[config.mk]
export PLATFORM = sky130hd
export DESIGN_NAME = cr_timer16
export DESIGN_NICKNAME = d
export VERILOG_FILES = /design/src/rtl/cr_timer_pkg.sv /design/src/rtl/crt_edge_fall.sv /design/src/rtl/crt_ctrl_reg.sv /design/src/rtl/crt_counter.sv /design/src/rtl/crt_baud_out.sv /design/src/rtl/cr_timer16.sv
export SDC_FILE = /design/constraint.sdc
export NUM_CORES = 1
export LEC_CHECK = 0
export ABC_AREA = 1
export BUFFER_PORTS_ARGS = -buffer_cell sky130_fd_sc_hd__buf_2
export CAP_MARGIN = 30
export CORE_AREA = 2 2 84 86
export DETAILED_ROUTE_END_ITERATION = 8
export DIE_AREA = 0 0 86 88
export PLACE_DENSITY = 0.71
export SKIP_LAST_GASP = 1
export SLEW_MARGIN = 20
export SYNTH_ARGS = -nofsm -noshare
export SYNTH_HDL_FRONTEND = slang
export SYNTH_HIERARCHICAL = 1
export SYNTH_SLANG_ARGS = --single-unit
[constraint.sdc]
create_clock -name clk -period 2.3 [get_ports clk]
set_input_delay 0 -clock clk [delete_from_list [all_inputs] [get_ports clk]]
set_output_delay 0 -clock clk [all_outputs]
set_load 0.02 [all_outputs]
[src/rtl/cr_timer_pkg.sv]
// Package: shared widths, control-bit positions and the control register
// layout for the capture/reload timer-counter.
package cr_timer_pkg;
    localparam int CNT_W   = 16;
    localparam int CTL_W   = 8;
    localparam int BSEL_W  = $clog2(CTL_W);

    // Bit numbers used by the single-bit write port.
    localparam int B_CAP   = 0;
    localparam int B_SRC   = 1;
    localparam int B_RUN   = 2;
    localparam int B_TEN   = 3;
    localparam int B_TXB   = 4;
    localparam int B_RXB   = 5;
    localparam int B_EXT   = 6;
    localparam int B_OVF   = 7;

    // Control register, MSB first.
    typedef struct packed {
        logic ovf_flag;   // 7
        logic ext_flag;   // 6
        logic rx_baud;    // 5
        logic tx_baud;    // 4
        logic trig_en;    // 3
        logic run;        // 2
        logic src_pin;    // 1
        logic cap_mode;   // 0
    } ctl_t;
endpackage

[src/rtl/crt_edge_fall.sv]
// Module: crt_edge_fall
// Brings an asynchronous pin into the clock domain through STAGES flops and
// flags a 1-to-0 change for a single cycle.
// Assumes: the pin stays at each level for at least two clocks; the flops
// reset to 0, so a pin that is already high after reset gives no event.
module crt_edge_fall #(
    parameter int STAGES = 2
) (
    input  logic clk,
    input  logic rst_n,
    input  logic pin_in,
    output logic fall_o
);
    logic [STAGES-1:0] sync_q;
    logic              prev_q;

    // Synchronizer chain and previous-sample register.
    always_ff @(posedge clk) begin
        if (!rst_n) begin
            sync_q <= '0;
            prev_q <= 1'b0;
        end else begin
            sync_q <= {sync_q[STAGES-2:0], pin_in};
            prev_q <= sync_q[STAGES-1];
        end
    end

    // Falling edge: the old sample was high and the new one is low.
    always_comb fall_o = prev_q & ~sync_q[STAGES-1];

    // an edge gives a single one-cycle event.
    a_r3_single_event: assert property (@(posedge clk) disable iff (!rst_n)
        fall_o |=> !fall_o);
endmodule

[src/rtl/crt_ctrl_reg.sv]
// Module: crt_ctrl_reg
// Holds the 8-bit control register. Accepts whole-byte and single-bit
// software writes, and merges in the hardware flag sets.
// Assumes: if both writes come in one cycle, the bit write is applied on
// top of the byte write; a hardware set always beats software.
module crt_ctrl_reg
    import cr_timer_pkg::*;
(
    input  logic              clk,
    input  logic              rst_n,
    input  logic              byte_we,
    input  logic [CTL_W-1:0]  byte_wdata,
    input  logic              bit_we,
    input  logic [BSEL_W-1:0] bit_sel,
    input  logic              bit_wdata,
    input  logic              ovf_set,
    input  logic              ext_set,
    output ctl_t              ctl_o
);
    ctl_t ctl_q;
    logic [CTL_W-1:0] sw_next;

    // Software view of the next value: byte write first, then the bit write.
    always_comb begin
        sw_next = ctl_q;
        if (byte_we) sw_next = byte_wdata;
        if (bit_we)  sw_next[bit_sel] = bit_wdata;
    end

    // Register update; hardware sets are ORed in last so they win.
    always_ff @(posedge clk) begin
        if (!rst_n) begin
            ctl_q <= '0;
        end else begin
            ctl_q          <= ctl_t'(sw_next);
            ctl_q.ovf_flag <= sw_next[B_OVF] | ovf_set;
            ctl_q.ext_flag <= sw_next[B_EXT] | ext_set;
        end
    end

    always_comb ctl_o = ctl_q;

    // a hardware set leaves the flag at 1 whatever software did.
    a_r12_ovf_set_wins: assert property (@(posedge clk) disable iff (!rst_n)
        ovf_set |=> ctl_q.ovf_flag);
    a_r12_ext_set_wins: assert property (@(posedge clk) disable iff (!rst_n)
        ext_set |=> ctl_q.ext_flag);
    // the overflow flag is never raised while a baud select is on.
    a_r9_no_ovf_in_baud: assert property (@(posedge clk) disable iff (!rst_n)
        ovf_set |-> !(ctl_q.rx_baud || ctl_q.tx_baud));
endmodule

[src/rtl/crt_counter.sv]
// Module: crt_counter
// Holds the up-counter and the capture/reload register, and decides between
// reload, capture and wrap.
// Assumes: inc is already qualified by the run bit; a software count load
// takes priority over everything else; a capture takes the count from
// before the edge while the counter still increments.
module crt_counter #(
    parameter int W = 16
) (
    input  logic         clk,
    input  logic         rst_n,
    input  logic         inc,
    input  logic         trig_ev,
    input  logic         cap_mode,
    input  logic         baud,
    input  logic         cnt_we,
    input  logic [W-1:0] cnt_wdata,
    input  logic         crr_we,
    input  logic [W-1:0] crr_wdata,
    output logic [W-1:0] count_o,
    output logic [W-1:0] crr_o,
    output logic         wrap_o
);
    localparam logic [W-1:0] ALL_ONES = '1;

    logic [W-1:0] cnt_q, crr_q;
    logic         reload, capture;

    // Event decode: overflow and trigger turned into reload or capture.
    always_comb begin
        wrap_o  = inc && (cnt_q == ALL_ONES);
        reload  = (wrap_o && (baud || !cap_mode)) ||
                  (trig_ev && !cap_mode && !baud);
        capture = trig_ev && cap_mode && !baud;
    end

    // Counter: load > reload > increment.
    always_ff @(posedge clk) begin
        if (!rst_n)       cnt_q <= '0;
        else if (cnt_we)  cnt_q <= cnt_wdata;
        else if (reload)  cnt_q <= crr_q;
        else if (inc)     cnt_q <= cnt_q + 1'b1;
    end

    // Capture/reload register: a capture beats a software load.
    always_ff @(posedge clk) begin
        if (!rst_n)       crr_q <= '0;
        else if (capture) crr_q <= cnt_q;
        else if (crr_we)  crr_q <= crr_wdata;
    end

    always_comb begin
        count_o = cnt_q;
        crr_o   = crr_q;
    end

    // nothing that could move the count leaves it unchanged.
    a_r2_hold: assert property (@(posedge clk) disable iff (!rst_n)
        (!inc && !cnt_we && !trig_ev) |=> $stable(cnt_q));
    // a reload takes the capture/reload value.
    a_r4_reload: assert property (@(posedge clk) disable iff (!rst_n)
        (reload && !cnt_we) |=> cnt_q == $past(crr_q));
    // an overflow in capture mode wraps to zero.
    a_r5_wrap_zero: assert property (@(posedge clk) disable iff (!rst_n)
        (wrap_o && cap_mode && !baud && !trig_ev && !cnt_we) |=> cnt_q == '0);
    // a capture keeps the count seen before the edge.
    a_r7_capture: assert property (@(posedge clk) disable iff (!rst_n)
        capture |=> crr_q == $past(cnt_q));
endmodule

[src/rtl/crt_baud_out.sv]
// Module: crt_baud_out
// Registered selection of each baud tick: the counter wrap pulse or the
// alternate tick, with one select bit per channel.
// Assumes: channel 0 is transmit and channel 1 is receive.
module crt_baud_out #(
    parameter int CH = 2
) (
    input  logic          clk,
    input  logic          rst_n,
    input  logic          wrap,
    input  logic [CH-1:0] sel,
    input  logic [CH-1:0] alt_tick,
    output logic [CH-1:0] tick_o
);
    for (genvar i = 0; i < CH; i++) begin : g_ch
        // Per-channel tick register.
        always_ff @(posedge clk) begin
            if (!rst_n) tick_o[i] <= 1'b0;
            else        tick_o[i] <= sel[i] ? wrap : alt_tick[i];
        end

        // a selected wrap shows as a tick one clock later.
        a_r10_wrap_tick: assert property (@(posedge clk) disable iff (!rst_n)
            (sel[i] && wrap) |=> tick_o[i]);
        // an unselected channel follows its alternate tick.
        a_r10_alt_tick: assert property (@(posedge clk) disable iff (!rst_n)
            !sel[i] |=> tick_o[i] == $past(alt_tick[i]));
    end
endmodule

[src/rtl/cr_timer16.sv]
// Module: cr_timer16 (top)
// 16-bit capture/reload timer-counter with a bit-writable control register,
// synchronized count and trigger pins, two flags with one interrupt, and
// baud tick outputs.
// Assumes: the pins are asynchronous and slow next to clk; tick_int is a
// one-cycle enable coming from the clock domain.
module cr_timer16
    import cr_timer_pkg::*;
(
    input  logic              clk,
    input  logic              rst_n,
    input  logic              ctl_we,
    input  logic [CTL_W-1:0]  ctl_wdata,
    input  logic              bit_we,
    input  logic [BSEL_W-1:0] bit_sel,
    input  logic              bit_wdata,
    output logic [CTL_W-1:0]  ctl_rdata,
    input  logic              cnt_we,
    input  logic [CNT_W-1:0]  cnt_wdata,
    input  logic              crr_we,
    input  logic [CNT_W-1:0]  crr_wdata,
    output logic [CNT_W-1:0]  count,
    output logic [CNT_W-1:0]  crr_value,
    input  logic              tick_int,
    input  logic              cnt_pin,
    input  logic              trig_pin,
    input  logic              alt_tx_tick,
    input  logic              alt_rx_tick,
    output logic              tx_baud_tick,
    output logic              rx_baud_tick,
    output logic              irq
);
    localparam int NPIN = 2;   // 0: count pin, 1: trigger pin

    ctl_t            ctl;
    logic [NPIN-1:0] pins, falls;
    logic            inc, trig_ev, baud, wrap;
    logic [1:0]      tick_pair;

    always_comb pins = {trig_pin, cnt_pin};

    // One synchronizer and edge detector per external pin.
    for (genvar p = 0; p < NPIN; p++) begin : g_pin
        crt_edge_fall #(.STAGES(2)) u_edge (
            .clk    (clk),
            .rst_n  (rst_n),
            .pin_in (pins[p]),
            .fall_o (falls[p])
        );
    end

    // Qualified increment, trigger event and baud-mode decode.
    always_comb begin
        baud    = ctl.rx_baud | ctl.tx_baud;
        inc     = ctl.run & (ctl.src_pin ? falls[0] : tick_int);
        trig_ev = ctl.trig_en & falls[1];
    end

    crt_ctrl_reg u_ctl (
        .clk        (clk),
        .rst_n      (rst_n),
        .byte_we    (ctl_we),
        .byte_wdata (ctl_wdata),
        .bit_we     (bit_we),
        .bit_sel    (bit_sel),
        .bit_wdata  (bit_wdata),
        .ovf_set    (wrap & ~baud),
        .ext_set    (trig_ev),
        .ctl_o      (ctl)
    );

    crt_counter #(.W(CNT_W)) u_cnt (
        .clk       (clk),
        .rst_n     (rst_n),
        .inc       (inc),
        .trig_ev   (trig_ev),
        .cap_mode  (ctl.cap_mode),
        .baud      (baud),
        .cnt_we    (cnt_we),
        .cnt_wdata (cnt_wdata),
        .crr_we    (crr_we),
        .crr_wdata (crr_wdata),
        .count_o   (count),
        .crr_o     (crr_value),
        .wrap_o    (wrap)
    );

    crt_baud_out #(.CH(2)) u_baud (
        .clk      (clk),
        .rst_n    (rst_n),
        .wrap     (wrap),
        .sel      ({ctl.rx_baud, ctl.tx_baud}),
        .alt_tick ({alt_rx_tick, alt_tx_tick}),
        .tick_o   (tick_pair)
    );

    // Output assembly: register readback, baud ticks and interrupt.
    always_comb begin
        ctl_rdata    = ctl;
        tx_baud_tick = tick_pair[0];
        rx_baud_tick = tick_pair[1];
        irq          = ctl.ovf_flag | ctl.ext_flag;
    end

    // a disabled trigger never sets the external flag.
    a_r8_trig_disabled: assert property (@(posedge clk) disable iff (!rst_n)
        (!ctl.trig_en && !ctl.ext_flag && !ctl_we && !bit_we) |=> !ctl.ext_flag);
endmodule

==> results of run 1 <==
[routing by layer]
layer  share of wire  vias to the layer above
met3           0.056                       16
met4           0.015                        0
met2            0.48                      105
met1            0.45                     1530
li1                -                     1707
met5               0                        -
[state kept, by name, summed over array words and instances, names as in the netlist]
signal / cells
u_ctl/ctl_o: 8
g_pin.u_edge/sync_q: 4
u_baud/tick_o: 2
u_cnt/count_o: 16
g_pin.u_edge/prev_q: 2
u_cnt/crr_o: 16
[stage by stage]
step / instances / total power, mW
finish: 663 / 1.95
global route: 663 / 2.05
CTS: 660 / 1.96
detailed placement: 633 / 1.40
global placement: 633 / 1.39
floorplan: 460 / 1.22
[final timing paths]
| kind | to | slack (ps) | depth (start not counted) |
|---|---|---|---|
| worst max register to register | u_cnt/count_o[3] | 370 | 10 |
| worst max-delay path | u_cnt/count_o[3] | 370 | 10 |
| worst min-delay path | u_cnt/count_o[4] | 7 | 5 |
| worst min register to register | g_pin[0].u_edge/sync_q[1] | 420 | 2 |
[Yosys cell counts, types with 4 or more instances]
| cell type | instances |
|---|---|
| o21ai_0 | 5 |
| clkbuf_1 | 12 |
| a21oi_1 | 21 |
| nand3_2 | 4 |
| a311oi_1 | 16 |
| xnor2_1 | 4 |
| nand2_1 | 157 |
| nand4_1 | 4 |
| nor2_1 | 68 |
| nand3_1 | 39 |
| dfxtp_1 | 48 |
| inv_1 | 43 |
| nor2_2 | 5 |
[worst register-to-register path, cell delays in order (launching register included)]
cell,delay [ps]
dfxtp_1,440
ha_1,210
nand2_1,120
nor2_4,200
nand2_4,90
o21bai_4,220
nand2_4,190
inv_1,150
nand2_1,60
nand3_1,100
a21oi_2,60
[logic make-up (layout without fill, tap and decap cells)]
family,count (synthesis),count (layout)
AOI/OAI and AO/OA,51,51
xor gates and xnor gates,7,7
adders and majority gates,1,1
buffers and inverters,66,189
DFF,48,48
and+or+nand+nor,287,287
[power breakdown]
part	switching (mW)	internal, mW
registers	0.0483	0.884
clock network	0.273	0.268
logic	0.286	0.194
total	0.608	1.35
[area by class of cell]
class                   instances  area, µm²
multi-input cells             346       1650
well taps                      80        100
fillers                       672       2840
repair buffers                133        806
inverters                      49        189
flip-flops and latches         48        961
clock buffers                   7       96.3
[timing repair]
action | 4_1_cts | 5_1_grt
setup endpoints to repair | 0 | 10
endpoints found under the hold margin | 20 | 0
setup buffers | 0 | 3
hold buffers | 20 | 0
==> run_results.csv, run 1 <==
group,metric,value,unit
critical_path,startpoint_type,"flip-flop",
synthesis,synth_xor_area_frac,0.0212,
cells_and_area,final_common_cell,"nand2_1",
floorplanning,fp.dieW,86,µm
routing,dr.pass1.iters,5,
synthesis,synth_top_cell_by_area,"dfxtp_1",
synthesis,synth.area.mux_share,0,
critical_path,arrival,2110,ps
clock_network,clockBufferDepth,2,
clock_network,clkLatencyLatePin,300,ps
synthesis,synth-simple-area-share,0.423,
power_and_ir_drop,ir_drop,0.284,mV
synthesis,synthTopCellsByArea,"dfxtp_1 33%, nand2_1 20%, nor2_1 8.8%, nand3_1 6.8%, inv_1 5.6%",
placement,place_area,3480,µm²
synthesis,syn_inst,460,
floorplanning,start_util,0.435,
synthesis,avgSynthCellArea,6.28,µm²
synthesis,synth_top_family_by_area,"simple AND/OR/NAND/NOR gates",
timing,min_period_over_period,0.837,
critical_path,cp_cell_sequence,"ha_1, nand2_1, nor2_4, nand2_4, o21bai_4, nand2_4, inv_1, nand2_1, nand3_1, a21oi_2",
global_routing,grt_usage,0.234,
timing,fin_crit,1930,ps
synthesis,synthDistinctLibCells,35,
global_routing,grt_max_degree,29,
floorplanning,core,6640,µm²
synthesis,ys_seq_area_frac,0.332,
critical_path,critPathMaxFanout,17,
clock_network,htree_num_levels,2,
clock_network,cts_tree,"done",
global_routing,grt-ovfl-total,0,
routing,postRouteAntennaNets,0,
timing,worst_pin_slew,519,ps
synthesis,synth_top_cell_area_share,0.332,
routing,drc,0,
critical_path,crit_family,"simple AND/OR/NAND/NOR gates",
synthesis,ys_ff_latch,48,
cells_and_area,final_cell_mix,"157 x nand2_1, 97 x buf_2, 68 x nor2_1",
floorplanning,die_area,7570,µm²
timing,setup_viol,0,
synthesis,synth_edf_count,0,
routing,drt_iter0_drc,228,
placement,gp_congestion,0.923,
routing,via_count,3358,
synthesis,yosysWarnings,6,
cells_and_area,final_area,3800,µm²
cells_and_area,diodes,0,
timing,timing.final.ws_setup,374,ps
critical_path,crit_slowest_cell,"dfxtp_1",
clock_network,clk_pin_slew_worst_paths,90,ps
timing,relSlewSlack,0.654,
critical_path,worstReg2RegStart,"u_cnt/count_o[0]",
global_routing,grt_pass1_wl,14.4,mm
clock_network,clock-sinks,48,
job,maxCapViolCount,0,
critical_path,crit_start,"u_cnt/count_o[0]",
floorplanning,rows,30,
critical_path,worstSetupEndpointType,"flip-flop",
global_routing,grt-busiest-layer,"met2",
worst_hold_path,min_path_type,"in -> reg",
floorplanning,die_height,88,µm
floorplanning,ios,98,
synthesis,synth_compound_area_frac,0.122,
clock_network,cts-resized-gates,0,
synthesis,ys_async_sr_fraction,0,
cells_and_area,drive_above_1_share,0.254,
global_routing,use_met1,0.308,
cells_and_area,synthToLayoutAreaGrowth,31.6,%
global_routing,grtUsageMet2,0.390,
timing,hold_slack,7.00,ps
clock_network,cts_made_buffers,5,
run_status,status,"finished, final reports clean",
synthesis,syn-num-nets,516,
critical_path,path_buf_inv,1,
critical_path,worst-setup-path-type,"reg -> reg",
timing,rsz0062_at_grt,"no",
global_routing,antenna_found_initial,0,
routing,vias_per_cell,5.06,
clock_network,cts_root_buf,"clkbuf_8",
global_routing,grt_pass1_vias,3106,
global_routing,grt_use_met3,0.0452,
timing,fmax,519,MHz
timing,finalMaxSlewViolations,0,
placement,place_ws,237,ps
critical_path,cp_slowest_stage_delay,440,ps
timing,fin_tns_setup,0,ps
cells_and_area,fin_nets,639,
synthesis,netlist_area,2890,µm²
power_and_ir_drop,p_leak,1.92,nW
synthesis,synth_fa_ha_area_frac,0.00433,
critical_path,crit_required,2490,ps
cells_and_area,final_core_util,0.572,
power_and_ir_drop,p_per_area,514,nW/µm²
routing,wl,8.78,mm
timing,finClkSkew,9.84,ps
timing,hold_violations,0,
placement,io_buffers,97,
worst_hold_path,min-delay-start,"cnt_wdata[4]",
routing,wl_per_cell,13.2,µm
placement,dp_hpwl,6.38,mm
synthesis,yosys_most_used_dff,"dfxtp_1",
No activity file was read; power rests on OpenSTA's default activity.
==> run 2: changes to the inputs <==
- PLACE_DENSITY: 0.71 -> 0.73
- clock period: 2.3 -> 1.6 ns (I/O delays scaled with it)
==> run_results.csv, run 2 (same netlist as run 1, synthesis figures left out) <==
group,metric,value,unit
routing,via_count,3486,
routing,wl,8.97,mm
floorplanning,ios,98,
power_and_ir_drop,p_comb_frac,0.260,
cells_and_area,final-seq-area,981,µm²
critical_path,worstReg2RegStart,"g_pin[0].u_edge/prev_q",
worst_hold_path,min-delay-start,"cnt_wdata[2]",
timing,worst_pin_slew,620,ps
power_and_ir_drop,power.switching,0.893,mW
placement,dpl.cell_count,648,
timing,fmax,574,MHz
critical_path,cp_cell_sequence,"inv_1, nor2_1, inv_1, nand2_1, nand2_1, nor2_2, nand2_1, nor2_2, nand2_2, o21bai_4, buf_4, nand2_4, nand2_1, nand3_1, nand2_1, a21oi_1",
critical_path,rr_worst_depth,16,
floorplanning,die_height,88,µm
placement,dp_hpwl,6.42,mm
routing,wl_per_cell,13.2,µm
clock_network,htree_num_levels,2,
clock_network,clockBufferDepth,2,
cells_and_area,drive_above_1_share,0.316,
clock_network,cts_made_buffers,5,
routing,postRouteAntennaNets,0,
critical_path,arrival,1920,ps
routing,drt_iter0_drc,331,
global_routing,grt_pass1_vias,3122,
global_routing,grt_max_degree,33,
clock_network,cts_root_buf,"clkbuf_8",
critical_path,crit_top_cell,"nand2_1",
cells_and_area,final_common_cell,"nand2_1",
floorplanning,fp.dieW,86,µm
cells_and_area,fin_nets,655,
power_and_ir_drop,power_frac_clock,0.274,
floorplanning,die_area,7570,µm²
job,maxCapViolCount,0,
critical_path,reg2reg_to,"u_cnt/count_o[15]",
critical_path,worst-setup-path-type,"reg -> reg",
cells_and_area,fillers,624,
global_routing,antenna_found_initial,0,
timing,relSlewSlack,0.586,
floorplanning,rows,30,
clock_network,clock-sinks,48,
cells_and_area,final_cell_mix,"150 x nand2_1, 97 x buf_2, 65 x nor2_1",
power_and_ir_drop,seqPwrFrac,0.466,
placement,place_area,3660,µm²
routing,vias_per_cell,5.13,
cells_and_area,fin_cells,679,
cells_and_area,final_area,4030,µm²
critical_path,critPathMaxFanout,8,
critical_path,crit_slowest_cell,"dfxtp_1",
power_and_ir_drop,switching_share,0.312,
cells_and_area,multi_input_area,1710,µm²
clock_network,clkLatencyLatePin,300,ps
global_routing,grt_usage,0.236,
timing,timing.final.ws_setup,-143,ps
placement,io_buffers,97,
run_status,status,"finished, violations left",
placement,gp_congestion,0.906,
global_routing,grt-ovfl-total,0,
critical_path,cp_slowest_stage_delay,320,ps
critical_path,crit_required,1770,ps
routing,dr.pass1.iters,8,
clock_network,clk_pin_slew_worst_paths,90,ps
critical_path,reg2reg_slack,-140,ps
worst_hold_path,hold_depth,3,
cells_and_area,synthToLayoutAreaGrowth,39.4,%
power_and_ir_drop,p_leak,2.02,nW
timing,setup_viol,16,
floorplanning,core,6640,µm²
critical_path,startpoint_type,"flip-flop",
power_and_ir_drop,p_per_area,711,nW/µm²
timing,rsz0062_at_grt,"yes",
global_routing,grt_pass1_wl,14.4,mm
timing,fin_crit,1740,ps
routing,drc,0,
floorplanning,start_util,0.435,
clock_network,cts_tree,"done",
timing,finClkSkew,9.43,ps
placement,place_ws,-84.6,ps
cells_and_area,diodes,0,
timing,hold_violations,0,
worst_hold_path,min_delay_worst_endpoint,"u_cnt/count_o[2]",
worst_hold_path,min_path_type,"in -> reg",
power_and_ir_drop,ir_drop,0.350,mV
critical_path,worstSetupEndpointType,"flip-flop",
timing,finalMaxSlewViolations,0,
run_status,violations,"negative setup slack",
power_and_ir_drop,p_int,1.97,mW
timing,min_period_over_period,1.09,
[run 2: cell types whose count changed in the layout (fill, tap and decap cells not counted), moves of 3 or more]
cell     delta
buf_4      +10
dfxtp_1    -12
dfxtp_2    +10
nand2_1     -7
nand2_2     +7
nor2_1      -3
nor2_2      +3
[run 2: metal layers]
metal | GRT usage | vias to the layer above | wire [µm]
met5 | 0 | - | 0
met4 | 0.0649 | 0 | 161
met3 | 0.0424 | 20 | 723
met2 | 0.407 | 166 | 4250
met1 | 0.302 | 1560 | 3830
li1 | - | 1740 | -
[run 2: stage by stage]
step           utilization  TNS [ps]  total power [mW]  hold WS [ps]
3_5_place_dp         0.550     -1050              2.05           189
6_report             0.606     -1690              2.87          8.04
4_1_cts              0.595     -1430              2.85          1.59
5_1_grt              0.606     -5500              3.02          17.0
3_3_place_gp         0.550      -550              2.03           186
2_1_floorplan            -     -85.4              1.76          93.5
[run 2: final cells by class]
class / instances / area share
Multi-Input combinational cell: 347 / 0.424
Inverter: 49 / 0.0472
Sequential cell: 48 / 0.243
Tap cell: 80 / 0.0248
Timing Repair Buffer: 148 / 0.237
Clock buffer: 7 / 0.0239
[run 2: critical path: cells and delay by family (launching register included)]
family	cells	cell delay [ps]
DFF	1	320
and+or+nand+nor	11	830
AOI/OAI and AO/OA	2	240
buffers and inverters	3	220
[run 2: power by group through the flow]
stage	logic (mW)	clock network [mW]	registers (mW)
after global placement	0.674	0	1.36
final	0.744	0.785	1.34
after CTS	0.725	0.791	1.34
after global routing	0.815	0.855	1.35
after floorplan	0.301	0	1.46
after detailed placement	0.685	0	1.36
[run 2: timing repair]
item,4_1_cts,5_1_grt
setup endpoints to repair,17,19
gates resized for setup,0,14
endpoints found under the hold margin,20,1
hold buffers,20,1
gates cloned,0,1
pin swaps,0,6
setup buffers,0,3
[run 2: how the worst max path moves through the flow]
stage                                 startpoint                 to  slack [ps]
after floorplan           g_pin[0].u_edge/prev_q   u_cnt/count_o[9]         -10
after global placement    g_pin[0].u_edge/prev_q   u_cnt/count_o[3]         -50
final                     g_pin[0].u_edge/prev_q  u_cnt/count_o[15]        -140
after detailed placement  g_pin[0].u_edge/prev_q   u_cnt/count_o[3]         -80
after CTS                 g_pin[0].u_edge/prev_q   u_cnt/count_o[3]        -100
after global routing      g_pin[0].u_edge/prev_q  u_cnt/count_o[11]        -360
